`src/rtl/rr_pkg.sv`:
```
package rr_pkg;

    typedef enum logic [2:0] {
        MODE_FETCH_WR      = 3'd0,
        MODE_MOVE          = 3'd1,
        MODE_MOVE_SETM     = 3'd2,
        MODE_FETCH_SEND    = 3'd3,
        MODE_MOVE_SEND     = 3'd4,
        MODE_FETCH_SETM    = 3'd5,
        MODE_SETM_FSEND    = 3'd6,
        MODE_SETM_STEPSEND = 3'd7
    } res_mode_e;

    typedef enum logic [1:0] {
        SRC_RESULT,
        SRC_FETCH,
        SRC_STEP
    } send_src_e;

    typedef enum logic [1:0] {
        ST_IDLE,
        ST_FETCH,
        ST_SEND
    } seq_state_e;

    typedef struct packed {
        logic      wr_from_result;
        logic      wr_from_fetch;
        logic      need_fetch;
        logic      set_method;
        logic      send;
        send_src_e send_src;
    } route_plan_t;

    function automatic route_plan_t plan_for(res_mode_e m);
        route_plan_t p;
        p = '{wr_from_result: 1'b0, wr_from_fetch: 1'b0, need_fetch: 1'b0,
              set_method: 1'b0, send: 1'b0, send_src: SRC_RESULT};
        unique case (m)
            MODE_FETCH_WR: begin
                p.wr_from_fetch = 1'b1; p.need_fetch = 1'b1;
            end
            MODE_MOVE: begin
                p.wr_from_result = 1'b1;
            end
            MODE_MOVE_SETM: begin
                p.wr_from_result = 1'b1; p.set_method = 1'b1;
            end
            MODE_FETCH_SEND: begin
                p.wr_from_fetch = 1'b1; p.need_fetch = 1'b1; p.send = 1'b1;
            end
            MODE_MOVE_SEND: begin
                p.wr_from_result = 1'b1; p.send = 1'b1;
            end
            MODE_FETCH_SETM: begin
                p.wr_from_fetch = 1'b1; p.need_fetch = 1'b1; p.set_method = 1'b1;
            end
            MODE_SETM_FSEND: begin
                p.wr_from_result = 1'b1; p.set_method = 1'b1; p.need_fetch = 1'b1;
                p.send = 1'b1; p.send_src = SRC_FETCH;
            end
            MODE_SETM_STEPSEND: begin
                p.wr_from_result = 1'b1; p.set_method = 1'b1;
                p.send = 1'b1; p.send_src = SRC_STEP;
            end
            default: ;
        endcase
        return p;
    endfunction

    function automatic route_plan_t plan_for_start();
        route_plan_t p;
        p = '{wr_from_result: 1'b0, wr_from_fetch: 1'b1, need_fetch: 1'b1,
              set_method: 1'b0, send: 1'b0, send_src: SRC_RESULT};
        return p;
    endfunction

endpackage

```
`src/rtl/rr_decode.sv`:
```
module rr_decode
    import rr_pkg::*;
(
    input  logic [2:0]  mode,
    output route_plan_t plan
);
    always_comb plan = plan_for(res_mode_e'(mode));
endmodule

```
`src/rtl/rr_method_reg.sv`:
```
module rr_method_reg #(
    parameter int ADDR_W = 12,
    parameter int STEP_W = 6,
    localparam int FIELD_W = ADDR_W + STEP_W
) (
    input  logic               clk,
    input  logic               rst,
    input  logic               clear,
    input  logic               load,
    input  logic [FIELD_W-1:0] load_val,
    input  logic               step,
    output logic [ADDR_W-1:0]  addr
);
    logic [STEP_W-1:0] stride;

    always_ff @(posedge clk) begin
        if (rst || clear) begin
            addr   <= '0;
            stride <= '0;
        end else if (load) begin
            addr   <= load_val[ADDR_W-1:0];
            stride <= load_val[FIELD_W-1:ADDR_W];
        end else if (step && (stride != '0)) begin
            addr   <= addr + ADDR_W'(stride);
        end
    end
endmodule

```
`src/rtl/rr_seq.sv`:
```
module rr_seq
    import rr_pkg::*;
#(
    parameter int DATA_W = 32,
    parameter int IDX_W  = 3,
    parameter int ADDR_W = 12,
    parameter int STEP_W = 6,
    localparam int FIELD_W = ADDR_W + STEP_W
) (
    input  logic               clk,
    input  logic               rst,
    input  logic               start,
    input  logic               res_valid,
    output logic               res_ready,
    input  route_plan_t        plan,
    input  logic [DATA_W-1:0]  res_value,
    input  logic [IDX_W-1:0]   res_dst,
    input  logic               par_valid,
    output logic               par_ready,
    input  logic [DATA_W-1:0]  par_data,
    output logic               wr_en,
    output logic [IDX_W-1:0]   wr_idx,
    output logic [DATA_W-1:0]  wr_data,
    output logic               snd_valid,
    input  logic               snd_ready,
    output logic [DATA_W-1:0]  snd_data,
    output logic               done,
    output logic               m_clear,
    output logic               m_load,
    output logic [FIELD_W-1:0] m_load_val,
    output logic               m_step
);
    seq_state_e        state;
    route_plan_t       cur_plan;
    logic [IDX_W-1:0]  cur_dst;
    logic [DATA_W-1:0] cur_value;
    logic              accept;
    logic              got_word;
    logic [DATA_W-1:0] step_word;

    assign res_ready  = (state == ST_IDLE) && !start;
    assign accept     = res_ready && res_valid;
    assign par_ready  = (state == ST_FETCH);
    assign got_word   = par_ready && par_valid;
    assign snd_valid  = (state == ST_SEND);
    assign m_clear    = (state == ST_IDLE) && start;
    assign m_load     = accept && plan.set_method;
    assign m_load_val = res_value[FIELD_W-1:0];
    assign m_step     = snd_valid && snd_ready;
    assign step_word  = {{(DATA_W-STEP_W){1'b0}}, res_value[FIELD_W-1:ADDR_W]};

    always_ff @(posedge clk) begin
        if (rst) begin
            state     <= ST_IDLE;
            cur_plan  <= '0;
            cur_dst   <= '0;
            cur_value <= '0;
            wr_en     <= 1'b0;
            wr_idx    <= '0;
            wr_data   <= '0;
            snd_data  <= '0;
            done      <= 1'b0;
        end else begin
            wr_en <= 1'b0;
            done  <= 1'b0;
            unique case (state)
                ST_IDLE: begin
                    if (start) begin
                        cur_plan <= plan_for_start();
                        cur_dst  <= IDX_W'(1);
                        state    <= ST_FETCH;
                    end else if (accept) begin
                        cur_plan  <= plan;
                        cur_dst   <= res_dst;
                        cur_value <= res_value;
                        if (plan.wr_from_result && (res_dst != '0)) begin
                            wr_en   <= 1'b1;
                            wr_idx  <= res_dst;
                            wr_data <= res_value;
                        end
                        snd_data <= (plan.send_src == SRC_STEP) ? step_word : res_value;
                        if (plan.need_fetch)
                            state <= ST_FETCH;
                        else if (plan.send)
                            state <= ST_SEND;
                        else
                            done <= 1'b1;
                    end
                end
                ST_FETCH: begin
                    if (got_word) begin
                        if (cur_plan.wr_from_fetch && (cur_dst != '0)) begin
                            wr_en   <= 1'b1;
                            wr_idx  <= cur_dst;
                            wr_data <= par_data;
                        end
                        if (cur_plan.send) begin
                            snd_data <= (cur_plan.send_src == SRC_FETCH) ? par_data : cur_value;
                            state    <= ST_SEND;
                        end else begin
                            done  <= 1'b1;
                            state <= ST_IDLE;
                        end
                    end
                end
                ST_SEND: begin
                    if (snd_ready) begin
                        done  <= 1'b1;
                        state <= ST_IDLE;
                    end
                end
                default: state <= ST_IDLE;
            endcase
        end
    end
endmodule

```
`src/rtl/res_route_unit.sv`:
```
module res_route_unit
    import rr_pkg::*;
#(
    parameter int DATA_W = 32,
    parameter int IDX_W  = 3,
    parameter int ADDR_W = 12,
    parameter int STEP_W = 6
) (
    input  logic              clk,
    input  logic              rst,
    input  logic              start,
    input  logic              res_valid,
    output logic              res_ready,
    input  logic [2:0]        res_mode,
    input  logic [DATA_W-1:0] res_value,
    input  logic [IDX_W-1:0]  res_dst,
    input  logic              par_valid,
    output logic              par_ready,
    input  logic [DATA_W-1:0] par_data,
    output logic              wr_en,
    output logic [IDX_W-1:0]  wr_idx,
    output logic [DATA_W-1:0] wr_data,
    output logic              snd_valid,
    input  logic              snd_ready,
    output logic [ADDR_W-1:0] snd_addr,
    output logic [DATA_W-1:0] snd_data,
    output logic              done
);
    localparam int FIELD_W = ADDR_W + STEP_W;

    route_plan_t        plan;
    logic               m_clear;
    logic               m_load;
    logic [FIELD_W-1:0] m_load_val;
    logic               m_step;

    rr_decode u_dec (
        .mode (res_mode),
        .plan (plan)
    );

    rr_method_reg #(.ADDR_W(ADDR_W), .STEP_W(STEP_W)) u_mreg (
        .clk      (clk),
        .rst      (rst),
        .clear    (m_clear),
        .load     (m_load),
        .load_val (m_load_val),
        .step     (m_step),
        .addr     (snd_addr)
    );

    rr_seq #(.DATA_W(DATA_W), .IDX_W(IDX_W), .ADDR_W(ADDR_W), .STEP_W(STEP_W)) u_seq (
        .clk        (clk),
        .rst        (rst),
        .start      (start),
        .res_valid  (res_valid),
        .res_ready  (res_ready),
        .plan       (plan),
        .res_value  (res_value),
        .res_dst    (res_dst),
        .par_valid  (par_valid),
        .par_ready  (par_ready),
        .par_data   (par_data),
        .wr_en      (wr_en),
        .wr_idx     (wr_idx),
        .wr_data    (wr_data),
        .snd_valid  (snd_valid),
        .snd_ready  (snd_ready),
        .snd_data   (snd_data),
        .done       (done),
        .m_clear    (m_clear),
        .m_load     (m_load),
        .m_load_val (m_load_val),
        .m_step     (m_step)
    );
endmodule

```
`config.mk`:
```
export PLATFORM = sky130hd
export DESIGN_NAME = res_route_unit
export DESIGN_NICKNAME = d
export VERILOG_FILES = /design/src/rtl/rr_pkg.sv /design/src/rtl/rr_decode.sv /design/src/rtl/rr_method_reg.sv /design/src/rtl/rr_seq.sv /design/src/rtl/res_route_unit.sv
export SDC_FILE = /design/constraint.sdc
export NUM_CORES = 1
export LEC_CHECK = 0
export CAP_MARGIN = 20
export CORE_MARGIN = 1.5
export CORE_UTILIZATION = 30
export CTS_CLUSTER_DIAMETER = 150
export CTS_CLUSTER_SIZE = 40
export DETAILED_ROUTE_END_ITERATION = 8
export SETUP_SLACK_MARGIN = 0.5
export SYNTH_ARGS = -nofsm -noshare
export SYNTH_HDL_FRONTEND = slang
export SYNTH_SLANG_ARGS = --single-unit
```
`constraint.sdc`:
```
create_clock -name clk -period 2.2 [get_ports clk]
set_clock_uncertainty 0.15 [all_clocks]
set_input_delay 0.55 -clock clk [delete_from_list [all_inputs] [get_ports clk]]
set_output_delay 0.55 -clock clk [all_outputs]
set_load 0.005 [all_outputs]
```
# [Word-level counts from Yosys, hierarchy flattened]
# Index checks and enable logic that the tools add are counted.
[word_totals] latch_bits=0 n_memories=0 out_inout_bits=84 register_bits=128 ramBits=0 in_bits=76 romBits=0 elab_cells=117
[op_classes] reduce_logical=29 div=0 addsub=1 n_mul=0 n_eq_ne=20 n_shift=0 order_cmp=0 n_bitwise=1 mux=53
[op_table] operator="32-bit 2-to-1 mux" count=11
[op_table] operator="32-bit case mux with 2 select lines" count=2
[op_table] operator="12-bit 2-to-1 mux" count=2
[op_table] operator="3-bit 2-to-1 mux" count=7
[op_table] operator="1-bit 2-to-1 mux" count=17
[op_table] operator="2-bit 2-to-1 mux" count=7
[op_table] operator="12-bit by 6-bit adder with 12-bit output" count=1
[op_table] operator="3-bit equality test, second input constant" count=4
[op_table] operator="6-bit 2-to-1 mux" count=2
[op_table] operator="2-bit inequality test, second input constant" count=6
[op_table] operator="4-bit OR reduction" count=3
[op_table] operator="1-bit logical AND" count=9
[op_table] operator="3-bit by 2-bit equality test with 1-bit output, second input constant" count=2
[op_table] operator="2-bit case mux with 3 select lines" count=1
[op_table] operator="3-bit case mux with 2 select lines" count=1
[op_table] operator="6-bit AND reduction" count=1
[op_table] operator="2-bit nonzero test" count=3
[op_table] operator="3-bit nonzero test" count=2
[op_table] operator="6-bit nonzero test" count=1
[op_table] operator="5-bit AND reduction" count=1
[op_table] operator="5-bit OR reduction" count=1
[op_table] operator="2-bit by 1-bit equality test with 1-bit output, second input constant" count=2
[op_table] operator="2-bit equality test, second input constant" count=2
[op_table] operator="4-bit by 2-bit inequality test with 1-bit output, second input constant" count=1
[op_table] operator="15 further kinds" count=15

# [Longest topological paths before layout]
# Gate-level depths: netlist (run 1).
[logic_depth] depth_word=8 mapped_depth=8 ltp_nobuf=8

# [Modules after synthesis]
# From an unflattened synthesis (run 1), not the netlist that was laid out.
[hier_totals] cells_unflattened=717 area_unflattened_um2=6560.0
[modules_own_cells] mod="rr_seq" cells_each=577 seq_area_each_um2=2202.1 area_each_um2=5336.4 n_inst=1
[modules_own_cells] mod="rr_method_reg" cells_each=129 seq_area_each_um2=360.3 area_each_um2=1137.3 n_inst=1
[modules_own_cells] mod="rr_decode" cells_each=11 seq_area_each_um2=0.0 area_each_um2=86.3 n_inst=1

# [Worst setup path before layout (run 1)]
# Ideal clock, no wire load.
[synth_path] path_kind="register -> register" from="reg u_mreg.addr[0]" to="reg u_mreg.addr[10]" t_required_ps=1964 slack_ps=149 arrival_time_ps=1816 setup_ps=86 path_stages_with_launch=9 n_path_buf=0 synth_period_minus_slack_ps=2051 path_cell_list="dfxtp_1 > ha_1 > inv_1 > fa_1 > nor2b_1 > o31a_1 > o2111ai_1 > xor2_1 > a211oi_1"
[synth_via] elab_chain_cells=3
[synth_rtl] item="start, declared" line_no="rr_method_reg.sv:12" rtl="output logic [ADDR_W-1:0] addr"
[synth_rtl] item="start signal, assigned" line_no="rr_method_reg.sv:21" rtl="addr <= load_val[ADDR_W-1:0];"
[synth_rtl] item="start signal, assigned" line_no="rr_method_reg.sv:24" rtl="addr <= addr + ADDR_W'(stride);"
[synth_rtl] item="12-bit by 6-bit adder with 12-bit output" line_no="rr_method_reg.sv:24"
[synth_rtl] item="12-bit 2-to-1 mux" line_no="rr_method_reg.sv:23" rtl="end else if (step && (stride != '0)) begin"
[synth_rtl] item="12-bit 2-to-1 mux" line_no="rr_method_reg.sv:20" rtl="end else if (load) begin"
# No other way between the ends. The select of a mux whose other input is x is not followed.
# A chain may end at the register's enable or synchronous reset.

# [Worst setup path after layout (run 1)]
[layout_path] from="reg u_seq.state[0]" to="reg u_seq.wr_data[11]"
[layout_via] elab_chain_cells=5 elab_cells_between_ends=13 classes_between="eq/ne (6); mux (1); reduce/logical (6)"
[layout_rtl] item="start, declared" line_no="rr_seq.sv:33" rtl="seq_state_e state;"
[layout_rtl] item="start signal, assigned" line_no="rr_seq.sv:54" rtl="state <= ST_IDLE;"
[layout_rtl] item="start signal, assigned" line_no="rr_seq.sv:71" rtl="state <= ST_FETCH;"
[layout_rtl] item="start signal, assigned" line_no="rr_seq.sv:83" rtl="state <= ST_FETCH;"
[layout_rtl] item="2-bit logical NOT" line_no="rr_seq.sv:41, rr_seq.sv:66"
[layout_rtl] item="1-bit logical AND" line_no="rr_seq.sv:41" rtl="assign res_ready = (state == ST_IDLE) && !start;"
[layout_rtl] item="1-bit logical AND" line_no="rr_seq.sv:42" rtl="assign accept = res_ready && res_valid;"
[layout_rtl] item="2-bit by 1-bit inequality test with 1-bit output (no line)"
[layout_rtl] item="6-bit AND reduction (no line)"
[layout_rtl] item="end signal, assigned" line_no="rr_seq.sv:79" rtl="wr_data <= res_value;"
[layout_rtl] item="end signal, assigned" line_no="rr_seq.sv:95" rtl="wr_data <= par_data;"
[layout_rtl] item="end, declared" line_no="rr_seq.sv:23" rtl="output logic [DATA_W-1:0] wr_data,"
# Several ways; a longest one is shown, not always the timed one.

==> qor.csv, run 1 <==
stage,metric,value,unit
global_routing,grt_pass1_wl,36400,µm
detailed_routing,wire_per_inst,18.9,µm
detailed_routing,detail-route-antenna-nets,0,
outcome,status,"finished, final reports clean",
die,design.core.area,19500,µm²
setup_path,crit_buf_inv,6,
sta,finalHoldViolations,0,
setup_path,cp_cell_sequence,buf_6 > nor4b_4 > o211ai_1 > buf_4 > a21oi_4 > buf_12 > buf_6 > buf_12 > buf_16 > nor2_4 > a311oi_2,
pwr,p_per_area,978,nW/µm²
setup_path,start_kind,register,
detailed_routing,drt-total-wl,25100,µm
global_routing,grt_max_degree,111,
pwr,switching_share,35.2,%
sta,setup_violations,0,
finish,final_util,53.3,%
die,std_cell_rows,51,
logic_synthesis,synth.area.top_cells,"dfxtp_1 43%, nand2_1 14%, a21oi_1 6.6%, nor2_1 5.2%, a311oi_1 5.1%",
sta,min_period,2.14,ns
placed_design,place_ws,-0.467,ns
finish,syn2layout_area_growth,73.8,%
clocking,cts.path.max_buffers,2,
logic_synthesis,syn_area,5990,µm²
logic_synthesis,synth_cell_types,50,
logic_synthesis,synth_nets,884,
setup_path,crit_fanout,5,
pwr,clockPowerShare,26.3,%
detailed_routing,dr_total_vias,6844,
clocking,numCtsBuffers,17,
logic_synthesis,synth_top_flop_cell,dfxtp_1,
setup_path,cp_data_arrival_time,2.31,ns
setup_path,slowest_stage,dfxtp_4,
logic_synthesis,synth_top_cell_by_area,dfxtp_1,
placed_design,globalplace.congestion,0.861,
logic_synthesis,synth_commonest_cells,"229 x nand2_1, 128 x dfxtp_1, 83 x nor2_1",
die,dieArea,20800,µm²
logic_synthesis,synth_edf_count,0,
finish,drive_above_1_share,33.9,%
setup_path,cpPeakStageDelay,0.35,ns
run,maxCapViolCount,0,
logic_synthesis,ys_ff_latch,128,
sta,rsz0062_at_grt,true,
global_routing,grt_overflow,0,
logic_synthesis,netlist.area_leader.share,42.8,%
placed_design,portBuffers,159,
sta,maxSlewHeadroom,58.8,%
pwr,leakage,3.96,nW
pwr,combPwrFrac,44.7,%
sta,max_freq,468,MHz
setup_path,critPathRequiredTime,2.38,ns
die,die_y,144,µm
logic_synthesis,yosysSeqAreaShare,42.8,%
logic_synthesis,syn_inst,800,
die,io_pins,160,
setup_path,worstSetupEndpointType,register,
pwr,internal-power,6.59,mW
placed_design,hpwlAfterDp,13800,µm
detailed_routing,drt-initial-drc-count,418,
finish,layout.nets,1132,
detailed_routing,drtPass1Iterations,5,
pwr,seqPwrFrac,29.0,%
die,die_w,144,µm
pwr,p_sw,3.59,mW
sta,drv_slew,0,
logic_synthesis,yosys_warnings,0,
clocking,clock-sinks,128,
sta,setup_ws,0.0635,ns
logic_synthesis,ys_async_sr_fraction,0,%
setup_path,path_delay_family,buffers and inverters,
clocking,cts_root_buffer,clkbuf_16,
logic_synthesis,synth_most_common_cell,nand2_1,
global_routing,grt_use_total,23.1,%
sta,tightest_slew,0.618,ns
clocking,path_clk_slew,0.06,ns
clocking,clkLatencyLatePin,0.42,ns
global_routing,grt_pass1_vias,6643,
setup_path,critPathKind,reg -> reg,
detailed_routing,drc_errors,0,
min_path,hold_path.class,reg -> reg,
logic_synthesis,syn_area_per_cell,7.49,µm²
sta,period_share,97.1,%
die,start_util,30.7,%
global_routing,antenna_found_initial,0,
clocking,cts.hold.buffers_added,0,
pwr,vdd_drop_max,0.610,mV
finish,n_antenna_cell,0,
detailed_routing,routed_via_density,5.16,
clocking,cts_tree,done,
clocking,htreeDepth,4,
sta,setup_tns,0,ns
## registers in the layout (all words and copies together) (netlist names)
signal,count
u_seq.state,2
u_seq.wr_idx,3
u_seq.wr_en,1
u_mreg.addr,12
u_seq.cur_value,32
u_mreg.stride,6
u_seq.cur_dst,3
u_seq.wr_data,32
u_seq.cur_plan,4
u_seq.snd_data,32
u_seq.done,1
## path summary, 6_finish.rpt
check	from	end	slack (ns)	cells after the start
worst max register to register	u_seq.state[0]	u_seq.wr_data[11]	0.06	11
worst min-delay path	u_seq.cur_value[21]	u_seq.cur_value[21]	0.30	2
worst min register to register	u_seq.cur_value[21]	u_seq.cur_value[21]	0.30	2
worst max-delay path	u_seq.state[0]	u_seq.wr_data[11]	0.06	11
## worst min-delay path, cell delays in order, from the launching register on
cell	delay (ns)
dfxtp_1	0.31
nand2_1	0.05
a21oi_1	0.05
## what timing repair did
action | CTS | global route
gates resized for setup | 301 | 156
buffers inserted | 45 | 12
pin swaps | 41 | 34
endpoints found under the setup margin | 212 | 186
gates cloned | 13 | 8
## placed cells by master (no fill, tap or decap), drive strengths merged, types with 3 or more instances in the layout
master / instances
ha: 6
nand2b: 4
clkinvlp: 3
o21ai: 8
a21o: 3
clkbuf: 56
a221oi: 3
nor2b: 6
nor3: 32
clkinv: 5
or3: 5
nand3: 14
o211ai: 3
nand4: 4
mux2i: 7
nor2: 84
dlygate4sd2: 6
a22oi: 6
clkdlybuf4s15: 44
and2: 3
dfxtp: 128
xor2: 5
nand2: 230
a31oi: 3
buf: 137
inv: 10
a211oi: 37
a311oi: 35
clkdlybuf4s50: 66
a21oi: 80
## layout make-up
| class | count | area (µm²) |
|---|---|---|
| sequential | 128 | 2630 |
| clock buffer | 22 | 464 |
| fill | 1850 | 9110 |
| multi-input combinational | 603 | 3740 |
| clock inverter | 10 | 86.3 |
| inverter | 9 | 36.3 |
| timing repair buffer | 289 | 3120 |
| tap | 265 | 332 |
## stage by stage
stage	hold slack, ns	cell area (µm²)	power (mW)	instances
2_1_floorplan	0.287	6110	4.50	800
3_3_place_gp	0.289	8260	5.91	1216
3_5_place_dp	0.297	8260	5.94	1216
4_1_cts	0.305	9930	9.60	1306
5_1_grt	0.321	10400	10.7	1326
6_report	0.304	10400	10.2	1326
## kinds of logic after synthesis
logic type / Yosys count / share of synthesized area (%)
fa+ha+maj: 8 / 1.92
mux: 9 / 1.55
compound gates: 191 / 21.3
buf+inv: 70 / 4.74
simple gates: 389 / 27.0
flops: 128 / 42.8
xor+xnor: 5 / 0.731
## power groups by stage
stage	sequential (mW)	clock (mW)	combinational (mW)
after floorplan	2.94	0	1.56
after global placement	2.95	0	2.95
after detailed placement	2.96	0	2.98
after CTS	2.92	2.71	3.97
after global routing	2.99	2.82	4.87
final	2.95	2.68	4.55
## routing by layer
| layer | wire (µm) | vias up | track usage, % |
|---|---|---|---|
| met5 | 0 | - | 0 |
| met1 | 10800 | 3279 | 29.2 |
| met3 | 1470 | 32 | 4.60 |
| met2 | 12300 | 244 | 39.0 |
| li1 | - | 3289 | - |
| met4 | 528 | 0 | 7.87 |
(Power assumes the default switching activity.)
==> inputs of run 2 (changes only) <==
Settings changed: CORE_ASPECT_RATIO set to 1.1.
==> qor.csv, run 2 (synthesized netlist as in run 1, its figures left out) <==
stage,metric,value,unit,change
detailed_routing,detail-route-antenna-nets,0,,unchanged
detailed_routing,dr_total_vias,7002,,was 6844
outcome,status,"finished, final reports clean",,unchanged
finish,layout.nets,1156,,was 1132
min_path,hold_path.class,reg -> reg,,unchanged
detailed_routing,drc_errors,0,,unchanged
clocking,clock-sinks,128,,unchanged
sta,drv_slew,0,,unchanged
detailed_routing,drt-total-wl,25800,µm,was 25100 µm
global_routing,grt_pass1_vias,6747,,was 6643
clocking,numCtsBuffers,17,,unchanged
detailed_routing,drt-initial-drc-count,360,,was 418
pwr,power,10.9,mW,was 10.2 mW
finish,layout_common_cells,"191 x nand2_1, 90 x buf_4, 64 x clkdlybuf4s50_1",,"was 219 x nand2_1, 85 x dfxtp_1, 71 x a21oi_1"
placed_design,portBuffers,159,,unchanged
sta,tightest_slew,0.772,ns,was 0.618 ns
detailed_routing,routed_via_density,5.24,,was 5.16
setup_path,cp_data_arrival_time,1.46,ns,was 2.31 ns
finish,n_antenna_cell,0,,unchanged
setup_path,crit_buf_inv,4,,was 6
setup_path,path_delay_family,buffers and inverters,,unchanged
clocking,path_clk_slew,0.06,ns,about the same
clocking,cts.hold.buffers_added,0,,unchanged
die,start_util,30.4,%,was 30.7%
setup_path,critPathRequiredTime,1.50,ns,was 2.38 ns
placed_design,placedInstanceArea,8220,µm²,was 8260 µm²
finish,final_cell_count_no_fill,1337,,was 1326
global_routing,grtUsageMet2,40.9,%,was 39.0%
setup_path,crit_fanout,4,,was 5
detailed_routing,drtPass1Iterations,4,,was 5
clocking,cts_root_buffer,clkbuf_16,,unchanged
setup_path,slowest_stage,dfxtp_4,,unchanged
pwr,vdd_drop_max,0.569,mV,was 0.610 mV
global_routing,antenna_found_initial,0,,unchanged
sta,max_freq,462,MHz,was 468 MHz
clocking,cts_tree,done,,unchanged
sta,setup_violations,0,,unchanged
placed_design,dp.cells,1203,,was 1216
sta,period_share,98.3,%,was 97.1%
global_routing,grtUsageMet3,4.59,%,was 4.60%
die,design.core.area,19700,µm²,was 19500 µm²
die,die_y,151,µm,was 144 µm
die,die_w,138,µm,was 144 µm
global_routing,grt_pass1_wl,37500,µm,was 36400 µm
setup_path,start_kind,register,,unchanged
sta,min_period,2.16,ns,was 2.14 ns
setup_path,cpPeakStageDelay,0.38,ns,was 0.35 ns
setup_path,cp_cell_sequence,buf_4 > nand2b_4 > inv_4 > buf_12 > dlygate4sd2_1,,was buf_6 > nor4b_4 > o211ai_1 > buf_4 > a21oi_4 > buf_12 > buf_6 > buf_12 > buf_16 > nor2_4 > a311oi_2
setup_path,worstSetupEndpointType,output port,,was register
die,dieArea,20800,µm²,about the same
pwr,leakage,4.35,nW,was 3.96 nW
global_routing,groute.layer.met1.usage,30.0,%,was 29.2%
die,std_cell_rows,54,,was 51
die,io_pins,160,,unchanged
detailed_routing,wire_per_inst,19.3,µm,was 18.9 µm
finish,final_common_cell,nand2_1,,unchanged
placed_design,hpwlAfterDp,13600,µm,was 13800 µm
sta,rsz0062_at_grt,true,,unchanged
placed_design,globalplace.congestion,0.833,,was 0.861
clocking,clkLatencyLatePin,0.42,ns,about the same
finish,largest_registers,"u_seq.cur_value x32, u_seq.snd_data x32, u_seq.wr_data x32",,unchanged
clocking,cts.path.max_buffers,2,,unchanged
sta,maxSlewHeadroom,48.5,%,was 58.8%
finish,drive_above_1_share,48.2,%,was 33.9%
global_routing,grt_overflow,0,,unchanged
clocking,htreeDepth,4,,unchanged
pwr,p_per_area,962,nW/µm²,was 978 nW/µm²
global_routing,grt_use_total,24.1,%,was 23.1%
run,maxCapViolCount,0,,unchanged
finish,stdcell_area,11300,µm²,was 10400 µm²
finish,syn2layout_area_growth,89.0,%,was 73.8%
setup_path,critPathKind,reg -> out,,was reg -> reg
global_routing,busiest_layer,met2,,unchanged
sta,finalHoldViolations,0,,unchanged
global_routing,grt_max_degree,69,,was 111
==> run 2: area by class of cell <==
| cell class | instances | area [µm²] |
|---|---|---|
| timing repair buffer | 312 | 3270 |
| tap | 252 | 315 |
| sequential | 128 | 2660 |
| clock buffer | 19 | 443 |
| multi-input combinational | 604 | 4460 |
| fill | 1731 | 8410 |
| clock inverter | 13 | 139 |
| inverter | 9 | 38.8 |
==> run 2: routing by layer <==
layer  routed length (µm)  part of all wire, %  up-vias
li1                     -                    -     3335
met1                10700                   41     3407
met2                13200                   51      219
met3                 1290                  5.0       41
met4                  665                  2.6        0
met5                    0                    0        -
==> run 2: power by group <==
part           leakage, nW  switching, mW  internal, mW
Sequential            1.08          0.315          2.74
Combinational         3.00           2.52          2.50
Clock                0.271           1.13          1.70
Total                 4.35           3.96          6.93
==> run 2: stage by stage <==
| stage | TNS, ns | hold WS (ns) | utilization, % | worst slack, ns |
|---|---|---|---|---|
| 6_report | 0 | 0.303 | 57.4 | 0.0377 |
| 2_1_floorplan | 0 | 0.287 | - | 0.256 |
| 3_5_place_dp | -46.21 | 0.295 | 41.7 | -0.599 |
| 4_1_cts | 0 | 0.305 | 53.1 | 0.0778 |
| 5_1_grt | -0.103 | 0.332 | 57.4 | -0.0317 |
| 3_3_place_gp | -40.58 | 0.290 | 41.7 | -0.523 |
==> run 2: timing repair <==
| action | 4_1_cts | 5_1_grt |
|---|---|---|
| gates cloned | 18 | 2 |
| resized for setup | 413 | 252 |
| endpoints found under the setup margin | 212 | 164 |
| buffers inserted | 69 | 13 |
| pin swaps | 95 | 63 |
==> run 2: worst paths after layout <==
check | start | endpoint | slack (ns) | cells after the start
setup / recovery | u_seq.state[1] | par_ready | 0.04 | 5
hold reg to reg | u_seq.snd_data[4] | u_seq.snd_data[4] | 0.30 | 2
setup reg to reg | u_seq.state[1] | u_seq.wr_data[24] | 0.06 | 11
hold / removal | u_seq.snd_data[4] | u_seq.snd_data[4] | 0.30 | 2
==> run 2: worst reg2reg max path: stages (launching register included) <==
cell and delay (ns):
dfxtp_4 0.36, nor4b_4 0.28, buf_4 0.16, o211ai_1 0.07
buf_4 0.15, a21oi_4 0.14, buf_12 0.14, buf_12 0.12
buf_12 0.11, buf_16 0.12, nor2_4 0.03, a311oi_2 0.22
